### config.mk
export PLATFORM = sky130hd
export DESIGN_NAME = spi_crc_unit
export DESIGN_NICKNAME = d
export VERILOG_FILES = /design/src/rtl/spi_crc_pkg.sv /design/src/rtl/spi_crc_lfsr.sv /design/src/rtl/spi_crc_ctrl.sv /design/src/rtl/spi_crc_check.sv /design/src/rtl/spi_crc_unit.sv
export SDC_FILE = /design/constraint.sdc
export NUM_CORES = 1
export LEC_CHECK = 0
export BUFFER_PORTS_ARGS = -buffer_cell sky130_fd_sc_hd__clkbuf_2
export CAP_MARGIN = 0
export CORE_MARGIN = 10
export CORE_UTILIZATION = 53
export CTS_CLUSTER_DIAMETER = 120
export CTS_CLUSTER_SIZE = 20
export DETAILED_ROUTE_END_ITERATION = 12
export PLACE_DENSITY_LB_ADDON = 0.25
export SLEW_MARGIN = 25
export SYNTH_ARGS = -nofsm -noshare
export SYNTH_HDL_FRONTEND = slang
export SYNTH_HIERARCHICAL = 1
export SYNTH_SLANG_ARGS = --single-unit
export TNS_END_PERCENT = 1
### constraint.sdc
create_clock -name clk -period 2.9 [get_ports clk]
set_input_delay 0.58 -clock clk [delete_from_list [all_inputs] [get_ports clk]]
set_output_delay 0.58 -clock clk [all_outputs]
set_load 0.01 [all_outputs]
### src/rtl/spi_crc_pkg.sv
// Package: shared width default and the one-bit CRC step.
// Assumes the polynomial's implicit top term is dropped (W stored bits).
package spi_crc_pkg;
    localparam int CRC_W_DEF = 8;

    // Advance a CRC by one bit: shift left, fold in poly when feedback is 1.
    function automatic logic [CRC_W_DEF-1:0] crc_step(
        input logic [CRC_W_DEF-1:0] cur,
        input logic                 din,
        input logic [CRC_W_DEF-1:0] pol
    );
        logic fb;
        fb = din ^ cur[CRC_W_DEF-1];
        crc_step = {cur[CRC_W_DEF-2:0], 1'b0} ^ (fb ? pol : '0);
    endfunction
endpackage

### src/rtl/spi_crc_lfsr.sv
// Module: spi_crc_lfsr
// One serial CRC register. Clear has priority over advance.
// Assumes W >= 2 and that advance is a single-cycle strobe per bit.
module spi_crc_lfsr #(
    parameter int W = 8
) (
    input  logic         clk,
    input  logic         rst_n,
    input  logic         clear,
    input  logic         advance,
    input  logic         din,
    input  logic [W-1:0] poly,
    output logic [W-1:0] crc
);
    logic fb;
    logic [W-1:0] nxt;

    // Next value of the register for one fed bit.
    always_comb begin
        fb  = din ^ crc[W-1];
        nxt = {crc[W-2:0], 1'b0} ^ (fb ? poly : '0);
    end

    // Register update: reset, clear, or one-bit advance.
    always_ff @(posedge clk) begin
        if (!rst_n)       crc <= '0;
        else if (clear)   crc <= '0;
        else if (advance) crc <= nxt;
    end
endmodule

### src/rtl/spi_crc_ctrl.sv
// Module: spi_crc_ctrl
// Sequences the CRC request: holds the pending request, decides the
// boundary at which the CRC byte replaces a buffer byte, and marks the
// slot in which the CRC is on the line. Assumes byte_done is a one-cycle
// pulse issued after the last bit strobe of a byte.
module spi_crc_ctrl (
    input  logic clk,
    input  logic rst_n,
    input  logic crc_en,
    input  logic byte_done,
    input  logic txbuf_full,
    input  logic crc_next_set,
    output logic clear,
    output logic crc_load,
    output logic crc_next,
    output logic crc_phase,
    output logic slot_end
);
    logic en_q;

    // Combinational decisions for this cycle.
    always_comb begin
        clear    = crc_en & ~en_q;
        slot_end = crc_phase & byte_done;
        crc_load = crc_en & byte_done & crc_next & ~crc_phase & ~txbuf_full;
    end

    // Previous enable level, used to detect the arming edge.
    always_ff @(posedge clk) begin
        if (!rst_n) en_q <= 1'b0;
        else        en_q <= crc_en;
    end

    // Pending request: set by software, dropped when the CRC slot ends.
    always_ff @(posedge clk) begin
        if (!rst_n)            crc_next <= 1'b0;
        else if (!crc_en)      crc_next <= 1'b0;
        else if (slot_end)     crc_next <= 1'b0;
        else if (crc_next_set) crc_next <= 1'b1;
    end

    // CRC slot flag: opens on load, closes at the following boundary.
    always_ff @(posedge clk) begin
        if (!rst_n)        crc_phase <= 1'b0;
        else if (!crc_en)  crc_phase <= 1'b0;
        else if (slot_end) crc_phase <= 1'b0;
        else if (crc_load) crc_phase <= 1'b1;
    end


    defer_on_full_chk: assert property (@(posedge clk) disable iff (!rst_n)
        (byte_done && txbuf_full) |-> !crc_load);

    slot_close_chk: assert property (@(posedge clk) disable iff (!rst_n)
        (crc_phase && byte_done) |=> (!crc_phase && !crc_next));
endmodule

### src/rtl/spi_crc_check.sv
// Module: spi_crc_check
// Gathers the received CRC byte during the slot and compares it with the
// held receive CRC at the slot's end. Keeps a sticky error flag.
// Assumes the receive CRC does not move during the slot.
module spi_crc_check #(
    parameter int W = 8
) (
    input  logic         clk,
    input  logic         rst_n,
    input  logic         crc_phase,
    input  logic         slot_end,
    input  logic         rx_bit,
    input  logic         rx_stb,
    input  logic [W-1:0] rx_crc,
    input  logic         err_clr,
    output logic         crc_err
);
    logic [W-1:0] cap;
    logic         miss;

    // Mismatch at the closing boundary of the slot.
    always_comb miss = slot_end & (cap != rx_crc);

    // Capture register: shifts in received bits, MSB first, during the slot.
    always_ff @(posedge clk) begin
        if (!rst_n)                   cap <= '0;
        else if (crc_phase && rx_stb) cap <= {cap[W-2:0], rx_bit};
    end

    // Sticky error flag: a new mismatch wins over a clear.
    always_ff @(posedge clk) begin
        if (!rst_n)       crc_err <= 1'b0;
        else if (miss)    crc_err <= 1'b1;
        else if (err_clr) crc_err <= 1'b0;
    end


    err_origin_chk: assert property (@(posedge clk) disable iff (!rst_n)
        $rose(crc_err) |-> $past(crc_phase && slot_end));

    err_hold_chk: assert property (@(posedge clk) disable iff (!rst_n)
        (crc_err && !err_clr) |=> crc_err);
endmodule

### src/rtl/spi_crc_unit.sv
// Module: spi_crc_unit (top)
// Two serial CRC calculators (index 0 transmit, 1 receive), the request
// sequencer and the received-CRC checker. Assumes the shifter gives one
// strobe per sampled bit and a byte_done pulse after each byte.
module spi_crc_unit #(
    parameter int CRC_W = spi_crc_pkg::CRC_W_DEF
) (
    input  logic             clk,
    input  logic             rst_n,
    input  logic             crc_en,
    input  logic [CRC_W-1:0] poly,
    input  logic             tx_bit,
    input  logic             tx_stb,
    input  logic             rx_bit,
    input  logic             rx_stb,
    input  logic             byte_done,
    input  logic             txbuf_full,
    input  logic             crc_next_set,
    input  logic             err_clr,
    input  logic             err_ie,
    output logic             crc_load,
    output logic [CRC_W-1:0] crc_tx_byte,
    output logic             crc_next,
    output logic             crc_phase,
    output logic [CRC_W-1:0] tx_crc,
    output logic [CRC_W-1:0] rx_crc,
    output logic             crc_err,
    output logic             irq
);
    localparam int NCH = 2;

    logic             clear;
    logic             slot_end;
    logic [NCH-1:0]   ch_bit;
    logic [NCH-1:0]   ch_stb;
    logic [CRC_W-1:0] ch_crc [NCH];

    // Route the two streams to their own calculators.
    always_comb begin
        ch_bit = {rx_bit, tx_bit};
        ch_stb = {rx_stb, tx_stb};
    end

    spi_crc_ctrl u_ctrl (
        .clk          (clk),
        .rst_n        (rst_n),
        .crc_en       (crc_en),
        .byte_done    (byte_done),
        .txbuf_full   (txbuf_full),
        .crc_next_set (crc_next_set),
        .clear        (clear),
        .crc_load     (crc_load),
        .crc_next     (crc_next),
        .crc_phase    (crc_phase),
        .slot_end     (slot_end)
    );

    for (genvar g = 0; g < NCH; g++) begin : g_ch
        logic adv;
        // Advance only while armed and outside the CRC slot.
        always_comb adv = crc_en & ~crc_phase & ch_stb[g];
        spi_crc_lfsr #(.W(CRC_W)) u_lfsr (
            .clk     (clk),
            .rst_n   (rst_n),
            .clear   (clear),
            .advance (adv),
            .din     (ch_bit[g]),
            .poly    (poly),
            .crc     (ch_crc[g])
        );
    end

    // Expose the values and the byte handed to the shifter.
    always_comb begin
        tx_crc      = ch_crc[0];
        rx_crc      = ch_crc[1];
        crc_tx_byte = ch_crc[0];
        irq         = crc_err & err_ie;
    end

    spi_crc_check #(.W(CRC_W)) u_check (
        .clk       (clk),
        .rst_n     (rst_n),
        .crc_phase (crc_phase),
        .slot_end  (slot_end),
        .rx_bit    (rx_bit),
        .rx_stb    (rx_stb),
        .rx_crc    (rx_crc),
        .err_clr   (err_clr),
        .crc_err   (crc_err)
    );


    frozen_chk: assert property (@(posedge clk) disable iff (!rst_n)
        crc_phase |=> ($stable(tx_crc) && $stable(rx_crc)));

    arm_clear_chk: assert property (@(posedge clk) disable iff (!rst_n)
        $rose(crc_en) |=> (tx_crc == '0 && rx_crc == '0));

    load_opens_slot_chk: assert property (@(posedge clk) disable iff (!rst_n)
        crc_load |=> crc_phase);
endmodule

======== Word-level counts from Yosys, hierarchy flattened ========
Cells that the tools add are included.
operators by class
  equal/unequal tests ..................... 1
  multiplexer cells ....................... 4
  bitwise gates (word level) .............. 20
  reductions and logical operators ........ 4
operators with widths
  kind               count
  $mux 8             2
  $xor 8x8->8        2
  $and 1x1->1        11
  $ne 8x8->1         1
  $not 1->1          5
  $reduce_or 3->1    1
  $mux 1             2
  $reduce_bool 2->1  1
  $reduce_or 2->1    1
  $xor 1x1->1        2
  $logic_and 1x1->1  1
word-level totals
  flip-flop bits (word level) ............. 28
  input bits .............................. 20
  output and inout bits ................... 29
  word-level logic and storage cells ...... 36

======== Depth between registers and ports, before layout ========
Gate-level depths: netlist of the first run.
  depth in word-level cells ............... 4
  depth in mapped cells ................... 4
  depth with buffers taken out ............ 4

======== Hierarchy ========
The synthesis of the first run kept the hierarchy.
by module, submodules not included
  module         times used  cells each  area an instance (µm²)  sequential area each (µm²)
  spi_crc_lfsr   2           49          404.1                   160.2
  spi_crc_check  1           50          436.7                   180.2
  spi_crc_ctrl   1           13          127.6                   60.1
  spi_crc_unit   1           11          83.8                    0.0

======== Least setup slack after synthesis of the first run ========
OpenSTA, ideal clock, no wires.
  kind .................................... in2out
  start ................................... in txbuf_full
  end ..................................... out crc_load
  arrival time ............................ 1.094 ns
  data required time ...................... 2.320 ns
  path slack .............................. 1.226 ns
  stages on the path ...................... 2
  buffers on the path ..................... 0
  cell sequence ........................... nand3b_1 nor3b_1
between the ends
  word-level cells in the longest chain between the ends .. 2
RTL lines
  element          line                source
  start, declared  spi_crc_unit.sv:17  input logic txbuf_full,
  $not 1->1        spi_crc_ctrl.sv:25  crc_load = crc_en & byte_done & crc_next & ~crc_phase & ~txbuf_full;
  $and 1x1->1      spi_crc_ctrl.sv:25
  end, declared    spi_crc_unit.sv:21  output logic crc_load,
No other way between the ends.

======== Worst setup path in the final report of the first run ========
  start ................................... reg u_ctrl.crc_phase
  end ..................................... out crc_load
between the ends
  word-level cells in the longest chain between the ends .. 3
RTL lines
  element                   line                source
  start, declared           spi_crc_ctrl.sv:16  output logic crc_phase,
  start signal, assigned    spi_crc_ctrl.sv:44  if (!rst_n) crc_phase <= 1'b0;
  start signal, assigned    spi_crc_ctrl.sv:45  else if (!crc_en) crc_phase <= 1'b0;
  start signal, assigned    spi_crc_ctrl.sv:46  else if (slot_end) crc_phase <= 1'b0;
  $not 1->1                 spi_crc_ctrl.sv:25
  $and 1x1->1 (2 in a row)  spi_crc_ctrl.sv:25
No other way between the ends.

==> summary.txt, run 1 <==
Clocking
  – Post-CTS Hold Fix Bufs: 0
  – Post-CTS setup buffers: 0
  – CTS Buf Count: 3
  – Worst-skew pair later-pin latency: 0.32 ns
  – CTS Buffer Depth: 2
  – CTS root buffer: clkbuf_4
  – Resize count post-CTS: 0
  – Clk slew on worst S/H paths: 0.14 ns
  – H-tree depth: 1
  – CTS tree: yes
  – Clk sinks: 28

Synth
  – Synth Warn #: 6
  – Most frequent cell after synthesis: dfxtp_1
  – Top cells by instance count after synthesis: 28 x dfxtp_1, 26 x nand2_1, 13 x nor2_1
  – Synth Flop Type: dfxtp_1
  – Seq cells post-synth: 28
  – EDFF count, synth: 0
  – Synth Net Count: 192
  – Seq/Total Area, Yosys: 38.5%
  – Number of distinct library cells after synthesis: 30
  – Async S/R FF share, synth: 0%
  – Most area-consuming cells after synthesis: dfxtp_1 38%, xor2_1 7.2%, nand2_1 6.7%
  – Post-Syn Instances: 172
  – Top-area cell type share of the netlist area: 38.5%
  – Syn Std Cell Area: 0.00146 mm^2
  – Syn Area/Cell: 8.47 um^2
  – Yosys top cell by area: dfxtp_1

Placed design
  – Placer Congestion: 0.849
  – PortBufs: 48
  – Hpwl dp: 2790 um

STA
  – F_max: 0.531 GHz
  – Setup_tns: 0 ns
  – Final period util: 64.9%
  – Clk_skew: 0.00362 ns
  – Final setup fails: 0
  – Worst slew pin tran: 0.574 ns
  – RSZ-0062 raised after global routing: no
  – Final hold violations: 0
  – Max-Slew Margin vs Limit: 61.7%
  – Final Max Slew Viols: 0
  – Tmin final: 1.88 ns

Global routing
  – GRT Resource Usage Total: 12.9%
  – GRT Residual Overflow: 0
  – Vias in the first global route: 1303
  – Initial antenna violation count: 0
  – Largest net degree at the start of global routing: 17
  – First-pass GRT wire length: 5690 um

Floorplan
  – Die ar.: 0.00524 mm^2
  – Die width: 72.4 um
  – # rows: 18
  – Floorplan core area: 0.00254 mm^2
  – Die Y: 72.4 um
  – Initial Util: 57.2%
  – IO Pins: 49

Worst hold path
  – Worst Hold Class: input port to register

Drt
  – Drt pass-1 iters: 4
  – DR iter-0 viols: 41
  – DRC errors left: 0
  – WL/cell: 14.3 um
  – Via density: 5.41
  – Vias: 1288
  – Final WL: 3420 um
  – Antenna viol nets, final: 0

Run status
  – Status: finished clean

Flow run
  – Max-cap violation count: 0

Setup path
  – Critical Path Fanout Max: 16
  – Worst path arrival time: 1.30 ns
  – Critical Path RT: 2.32 ns
  – Cell Chain, Critical Path: nor3b_1, clkbuf_2
  – Worst path top cell family by delay: flip-flops
  – Setup CP Type: register to output port
  – Critical path's slowest cell: dfxtp_1
  – Crit path buf inv count: 1
  – Slowest stage delay, CP: 0.71 ns
  – Crit path launch type: register
  – CP endpoint kind: output port

Power
  – Pwr Density: 406 mW/mm^2
  – Worst VDD drop: 0.401 mV
  – LEAKAGE: 0.000706 uW
  – Total power: 677 uW

Cells and area
  – Area growth from synthesis to layout: 14.5%
  – Fill cells: 230
  – Antenna fix cells: 0
  – Fin util: 65.5%
  – Nets: 230
  – Fraction of layout cells with a size suffix above 1: 26.9%
power breakdown:
| group | leakage, uW | total [uW] | internal, uW | switching (uW) |
|---|---|---|---|---|
| logic | 0.000464 | 109 | 47.3 | 61.7 |
| registers | 0.000227 | 409 | 395 | 13.7 |
| clock network | 0.0000138 | 159 | 48.8 | 110 |
per-stage QoR:
step	area (um^2)	instances	hold slack, ns	worst slack (ns)
floorplan	1460	172	0.456	1.23
finish	1670	238	0.488	1.02
global placement	1650	235	0.470	1.14
global route	1670	238	0.482	0.853
CTS	1670	238	0.476	0.994
detailed placement	1650	235	0.482	1.09
path summary, 6_finish.rpt:
check,from,to,slack [ns],cells past startpoint
setup / recovery,u_ctrl/crc_phase$_SDFFE_PP0P_,crc_load,1.02,2
hold / removal,crc_next_set,u_ctrl/crc_next$_SDFFE_PP0P_,0.49,3
setup reg to reg,u_ctrl/crc_phase$_SDFFE_PP0P_,g_ch[0].u_lfsr/crc[7]$_SDFFE_PP0P_,1.30,4
hold reg to reg,u_check/cap[7]$_SDFFE_PN0P_,u_check/cap[7]$_SDFFE_PN0P_,0.50,2
registers in the layout, summed over array words and instances (netlist names):
register          count
g_ch.u_lfsr/crc      16
u_ctrl/crc_next       1
u_check/crc_err       1
u_ctrl/crc_phase      1
u_ctrl/en_q           1
u_check/cap           8
kinds of logic (layout without fill, tap and decap cells):
group           after synthesis  in the layout  synth area share (%)
flops                        28             28                  38.5
simple gates                 74             74                  25.8
xor+xnor                     22             22                  14.3
buf+inv                      16             52                  6.36
compound gates               32             32                  15.1
worst reg2reg max path, stage by stage, from the launching register on:
cell and delay (ns):
dfxtp_1 0.51, and3b_1 0.61, nand2_1 0.13, o21ai_0 0.18, a21oi_1 0.08
cell usage in the layout (no fill, tap or decap):
cell type and instances:
clkbuf_2 48, nand4b_1 1, nand2b_1 6, clkbuf_4 3, nand3b_1 4, nor3b_1 3
o211ai_1 1, nor2b_1 3, nand2_4 1, xnor2_1 8, inv_1 1, nand3_1 10
a21oi_1 6, o21ai_0 2, xor2_1 12, dfxtp_1 28, o31ai_2 1, nor3_1 1
a211oi_1 12, a21boi_0 8, nor2_1 13, and2_4 1, xor2_2 2, and2_1 1
and3b_1 2, nand2_1 26, nand4_1 2, o21ai_1 2
per-layer routing:
layer / share of wire [%] / global-route usage [%]
met5: 0 / 0
met4: 0.85 / 2.53
met3: 7.5 / 5.85
met2: 52 / 23.7
met1: 40 / 13.0
area by class of cell:
cell class	count	area [um^2]	share of cell area (%)
sequential	28	561	33.6
clock buffer	3	22.5	1.35
inverter	1	3.75	0.225
multi-input combinational	128	803	48.2
tap	30	37.5	2.25
timing repair buffer	48	240	14.4
No activity file was read; power rests on OpenSTA's default activity.
==> run 2: changes to the inputs <==
ABC_AREA = 1   (was unset)
CORE_UTILIZATION = 46   (was 53)
clock period = 1.6 ns   (was 2.9 ns; I/O delays follow)
==> summary.txt, run 2 <==
STA
  – Max-Slew Margin vs Limit: 78.8%
  – Final setup fails: 0
  – Final hold violations: 0
  – F_max: 0.736 GHz
  – Clk_skew: 0.00228 ns
  – Worst slew pin tran: 0.317 ns
  – RSZ-0062 raised after global routing: no
  – Final Max Slew Viols: 0
  – Tmin final: 1.36 ns
  – Setup_tns: 0 ns
  – Final period util: 85.0%
  – Setup WS post-layout: 0.240 ns
  – Worst Hold Slack: 0.260 ns

Clocking
  – Clk slew on worst S/H paths: 0.09 ns
  – CTS root buffer: clkbuf_8
  – Post-CTS setup buffers: 0
  – Worst-skew pair later-pin latency: 0.27 ns
  – CTS Buf Count: 3
  – CTS Buffer Depth: 2
  – Resize count post-CTS: 0
  – Post-CTS Hold Fix Bufs: 0
  – H-tree depth: 1
  – CTS tree: yes
  – Clk sinks: 28

Synth
  – Async S/R FF share, synth: 0%
  – Most frequent cell after synthesis: nand2_1
  – Top cells by instance count after synthesis: 62 x nand2_1, 52 x inv_1, 28 x dfxtp_1
  – Syn Std Cell Area: 0.00169 mm^2
  – Syn Area/Cell: 6.54 um^2
  – Top-area cell type share of the netlist area: 33.1%
  – Synth Warn #: 6
  – Number of distinct library cells after synthesis: 18
  – Synth Flop Type: dfxtp_1
  – EDFF count, synth: 0
  – Seq/Total Area, Yosys: 33.1%
  – Post-Syn Instances: 259
  – Synth Net Count: 279
  – Seq cells post-synth: 28
  – Yosys top cell by area: dfxtp_1
  – Most area-consuming cells after synthesis: dfxtp_1 33%, nand2_1 14%, inv_1 12%

Global routing
  – Met1 usage: 14.9%
  – Initial antenna violation count: 0
  – GR peak layer: met2
  – GRT Residual Overflow: 0
  – Grt met3 use: 3.79%
  – Vias in the first global route: 1466
  – First-pass GRT wire length: 6440 um
  – GRT Resource Usage Total: 11.9%
  – M2 GR Usage: 19.0%
  – Largest net degree at the start of global routing: 16

Setup path
  – CP endpoint kind: output port
  – Critical Path Fanout Max: 3
  – Crit path launch type: register
  – Setup CP Type: register to output port
  – Worst path arrival time: 1.04 ns
  – Critical Path RT: 1.28 ns

Drt
  – Via density: 4.80
  – Antenna viol nets, final: 0
  – DR iter-0 viols: 92
  – DRC errors left: 0
  – WL/cell: 11.2 um
  – Vias: 1652
  – Drt pass-1 iters: 4
  – Final WL: 3860 um

Cells and area
  – Top flop regs: g_ch.u_lfsr/crc x16, u_check/cap x8
  – Register with the most flip-flops: g_ch.u_lfsr/crc
  – Fraction of layout cells with a size suffix above 1: 23.8%
  – Max FFs per register: 16
  – Antenna fix cells: 0
  – Nets: 319
  – Most common cell after layout, fill and taps aside: nand2_1
  – Area growth from synthesis to layout: 13.3%
  – Most frequent cells in the layout: 62 x nand2_1, 52 x inv_1, 48 x clkbuf_2
  – Finished layout cell area: 0.00192 mm^2

Power
  – Internal power: 1030 uW
  – Register share of total power: 52.0%
  – Pwr Density: 740 mW/mm^2
  – Clk network pwr share: 30.5%
  – Switch share: 27.1%
  – Switching power: 385 uW
  – Total power: 1420 uW
  – Worst VDD drop: 0.300 mV
  – Comb power frac: 17.5%
  – LEAKAGE: 0.00101 uW

Placed design
  – Placed cell areas: 0.00186 mm^2
  – Setup WS pre-CTS: 0.425 ns
  – PortBufs: 48
  – Hpwl dp: 3090 um
  – Placer Congestion: 0.748

Floorplan
  – Die ar.: 0.00651 mm^2
  – Die Y: 80.7 um
  – # rows: 21
  – Floorplan core area: 0.00344 mm^2
  – Die width: 80.7 um
  – IO Pins: 49
  – Initial Util: 49.2%

Run status
  – Status: finished clean

Worst hold path
  – Worst Hold Class: input port to register

Flow run
  – Max-cap violation count: 0
## run 2: worst paths after layout
path                                                     end  slack [ns]  depth (start not counted)                           from
worst max register to register   u_check/cap[2]$_SDFFE_PN0P_        0.48                          4  u_ctrl/crc_phase$_SDFFE_PP0P_
worst max-delay path                                crc_load        0.24                          5   u_ctrl/crc_next$_SDFFE_PP0P_
worst min-delay path            u_ctrl/crc_next$_SDFFE_PP0P_        0.26                          3                   crc_next_set
worst min register to register   u_check/cap[2]$_SDFFE_PN0P_        0.48                          2    u_check/cap[1]$_SDFFE_PN0P_
## run 2: critical path, cell delays in order (launching register included)
cell and delay [ns]:
dfxtp_1 0.36, inv_1 0.05, nor2_1 0.08, nand2_1 0.09, inv_1 0.07, clkbuf_2 0.12
## run 2: cells by family after synthesis
logic type,synth area share [%]
DFF,33.1
buffers and inverters,21.5
and+or+nand+nor,33.6
xor gates and xnor gates,1.55
AOI/OAI and AO/OA,10.2
## run 2: area by class of cell
type | count | area, um^2
Timing Repair Buffer | 50 | 255
Inverter | 59 | 221
Fill cell | 369 | 1520
Sequential cell | 28 | 561
Multi-Input combinational cell | 157 | 768
Clock buffer | 4 | 55.1
Tap cell | 46 | 57.6
## run 2: power groups by stage
stage          Combinational [uW]  Sequential, uW  Clock [uW]
6_report                      248             739         433
5_1_grt                       283             743         476
4_1_cts                       251             739         448
3_5_place_dp                  250             755           0
3_3_place_gp                  246             755           0
2_1_floorplan                 178             760           0
## run 2: metrics by stage
| stage | std cells | util, % |
|---|---|---|
| detailed placement | 340 | 54.1 |
| finish | 344 | 55.7 |
| global route | 344 | 55.7 |
| floorplan | 259 | - |
| global placement | 340 | 54.1 |
| CTS | 344 | 55.7 |
## run 2: metal layers
metal / up-vias / part of all wire [%]
li1: 883 / -
met1: 724 / 46
met2: 41 / 46
met3: 4 / 7.6
met4: 0 / 0.85
met5: - / 0
==> run 3: changes to the inputs <==
CORE_UTILIZATION = 51   (was 46)
clock period = 1.3 ns   (was 1.6 ns; I/O delays follow)
==> summary.txt, run 3 (same netlist as run 2, synthesis figures left out) <==
Run status
  – Status: finished clean

Setup path
  – Setup CP Type: register to output port
  – Setup crit start: u_ctrl/crc_phase$_SDFFE_PP0P_
  – Critical Path Fanout Max: 2
  – Crit path buf inv count: 2
  – CP endpoint kind: output port
  – Crit path launch type: register
  – WP depth: 4
  – Worst r2r path cells: 7
  – Slowest stage delay, CP: 0.37 ns
  – RR Endpoint: g_ch[0].u_lfsr/crc[0]$_SDFFE_PP0P_
  – Critical path's slowest cell: dfxtp_4
  – Critical Path End: crc_load
  – Cell Chain, Critical Path: nor2_2, nand2_1, inv_1, buf_2
  – Worst R2R Start: u_ctrl/crc_phase$_SDFFE_PP0P_
  – Worst path arrival time: 1.01 ns
  – Critical Path RT: 1.04 ns
  – Worst path top cell family by delay: flip-flops
  – Internal reg-to-reg setup slack: 0.06 ns

Worst hold path
  – Hold path startpoint: crc_next_set
  – Worst Hold Class: input port to register
  – Hold path depth: 3

Clocking
  – CTS root buffer: clkbuf_4
  – CTS Buffer Depth: 2
  – H-tree depth: 1
  – Clk slew on worst S/H paths: 0.14 ns
  – CTS Buf Count: 3
  – Post-CTS Hold Fix Bufs: 0
  – Worst-skew pair later-pin latency: 0.32 ns
  – Clk sinks: 28
  – CTS tree: yes

STA
  – Final setup fails: 0
  – Clk_skew: 0.00155 ns
  – Worst Hold Slack: 0.152 ns
  – Final period util: 97.9%
  – RSZ-0062 raised after global routing: yes
  – Final hold violations: 0
  – F_max: 0.785 GHz
  – Tmin final: 1.27 ns
  – Max-Slew Margin vs Limit: 80.0%
  – Setup_tns: 0 ns
  – Final Max Slew Viols: 0
  – Worst slew pin tran: 0.299 ns

Cells and area
  – Top flop regs: g_ch.u_lfsr/crc x16, u_check/cap x8
  – Nets: 322
  – Max FFs per register: 16
  – Most common cell after layout, fill and taps aside: nand2_1
  – Finished layout cell area: 0.00192 mm^2
  – Fill cells: 329
  – Fraction of layout cells with a size suffix above 1: 26.3%
  – Register with the most flip-flops: g_ch.u_lfsr/crc
  – Area growth from synthesis to layout: 13.2%
  – Antenna fix cells: 0
  – Fin util: 61.7%
  – Most frequent cells in the layout: 61 x nand2_1, 50 x inv_1, 47 x clkbuf_2

Global routing
  – Largest net degree at the start of global routing: 16
  – GRT Resource Usage Total: 12.4%
  – GRT Residual Overflow: 0
  – Initial antenna violation count: 0
  – Vias in the first global route: 1517
  – First-pass GRT wire length: 6620 um

Drt
  – Vias: 1661
  – WL/cell: 11.0 um
  – Drt pass-1 iters: 4
  – DRC errors left: 0
  – Antenna viol nets, final: 0
  – DR iter-0 viols: 85
  – Via density: 4.83
  – Final WL: 3770 um

Floorplan
  – Die width: 77.6 um
  – Initial Util: 54.6%
  – # rows: 20
  – IO Pins: 49
  – Floorplan core area: 0.00310 mm^2
  – Die ar.: 0.00602 mm^2
  – Die Y: 77.6 um

Power
  – Switching power: 448 uW
  – Clk network pwr share: 22.1%
  – Total power: 1560 uW
  – Switch share: 28.7%
  – Register share of total power: 58.2%
  – Comb power frac: 19.7%
  – Pwr Density: 815 mW/mm^2
  – Internal power: 1110 uW
  – LEAKAGE: 0.00101 uW
  – Worst VDD drop: 0.620 mV

Flow run
  – Max-cap violation count: 0

Placed design
  – PortBufs: 48
  – Placed cell areas: 0.00186 mm^2
  – Placer Congestion: 0.789
  – Hpwl dp: 3020 um
-- run 3: power by group through the flow --
| stage | combinational [uW] | clock, uW | sequential, uW |
|---|---|---|---|
| floorplan | 219 | 0 | 936 |
| global placement | 301 | 0 | 929 |
| detailed placement | 303 | 0 | 930 |
| global route | 355 | 383 | 913 |
| CTS | 308 | 369 | 909 |
| finish | 308 | 345 | 908 |
-- run 3: worst min path at each step --
stage                                    to
3_5_place_dp    u_check/cap[0]$_SDFFE_PN0P_
5_1_grt        u_ctrl/crc_next$_SDFFE_PP0P_
2_1_floorplan        u_ctrl/en_q$_SDFF_PN0_
6_report       u_ctrl/crc_next$_SDFFE_PP0P_
4_1_cts        u_ctrl/crc_next$_SDFFE_PP0P_
3_3_place_gp    u_check/cap[7]$_SDFFE_PN0P_
-- run 3: routing by layer --
layer | vias to the layer above | share of wire [%] | GRT usage [%] | wire length [um]
met2 | 43 | 46 | 20.7 | 1720
met3 | 2 | 5.9 | 4.38 | 224
met4 | 0 | 0.64 | 2.55 | 24
li1 | 891 | - | - | -
met5 | - | 0 | 0 | 0
met1 | 725 | 48 | 15.1 | 1800
-- run 3: final cells by class --
cell class                 instances  area, um^2  share of cell area, %
clock buffer                       3        22.5                   1.18
inverter                          59         221                   11.6
multi-input combinational        157         773                   40.4
sequential                        28         566                   29.5
tap                               44        55.1                   2.87
timing repair buffer              53         278                   14.5
-- run 3: stage by stage --
stage / std cells / setup slack, ns
after CTS: 344 / -0.0155
final: 344 / 0.0268
after floorplan: 259 / 0.153
after global routing: 344 / -0.0699
after detailed placement: 338 / 0.151
after global placement: 338 / 0.211
-- run 3: what timing repair did --
| action | 4_1_cts | 5_1_grt |
|---|---|---|
| setup buffers | 3 | 0 |
| pin swaps | 1 | 1 |
| resized for setup | 4 | 4 |
| cloned | 0 | 0 |
| setup endpoints to repair | 1 | 18 |
-- run 3: tightest hold or removal path: stages --
cell	delay [ns]
clkbuf_2	0.07
nor2_1	0.03
nor2_1	0.08
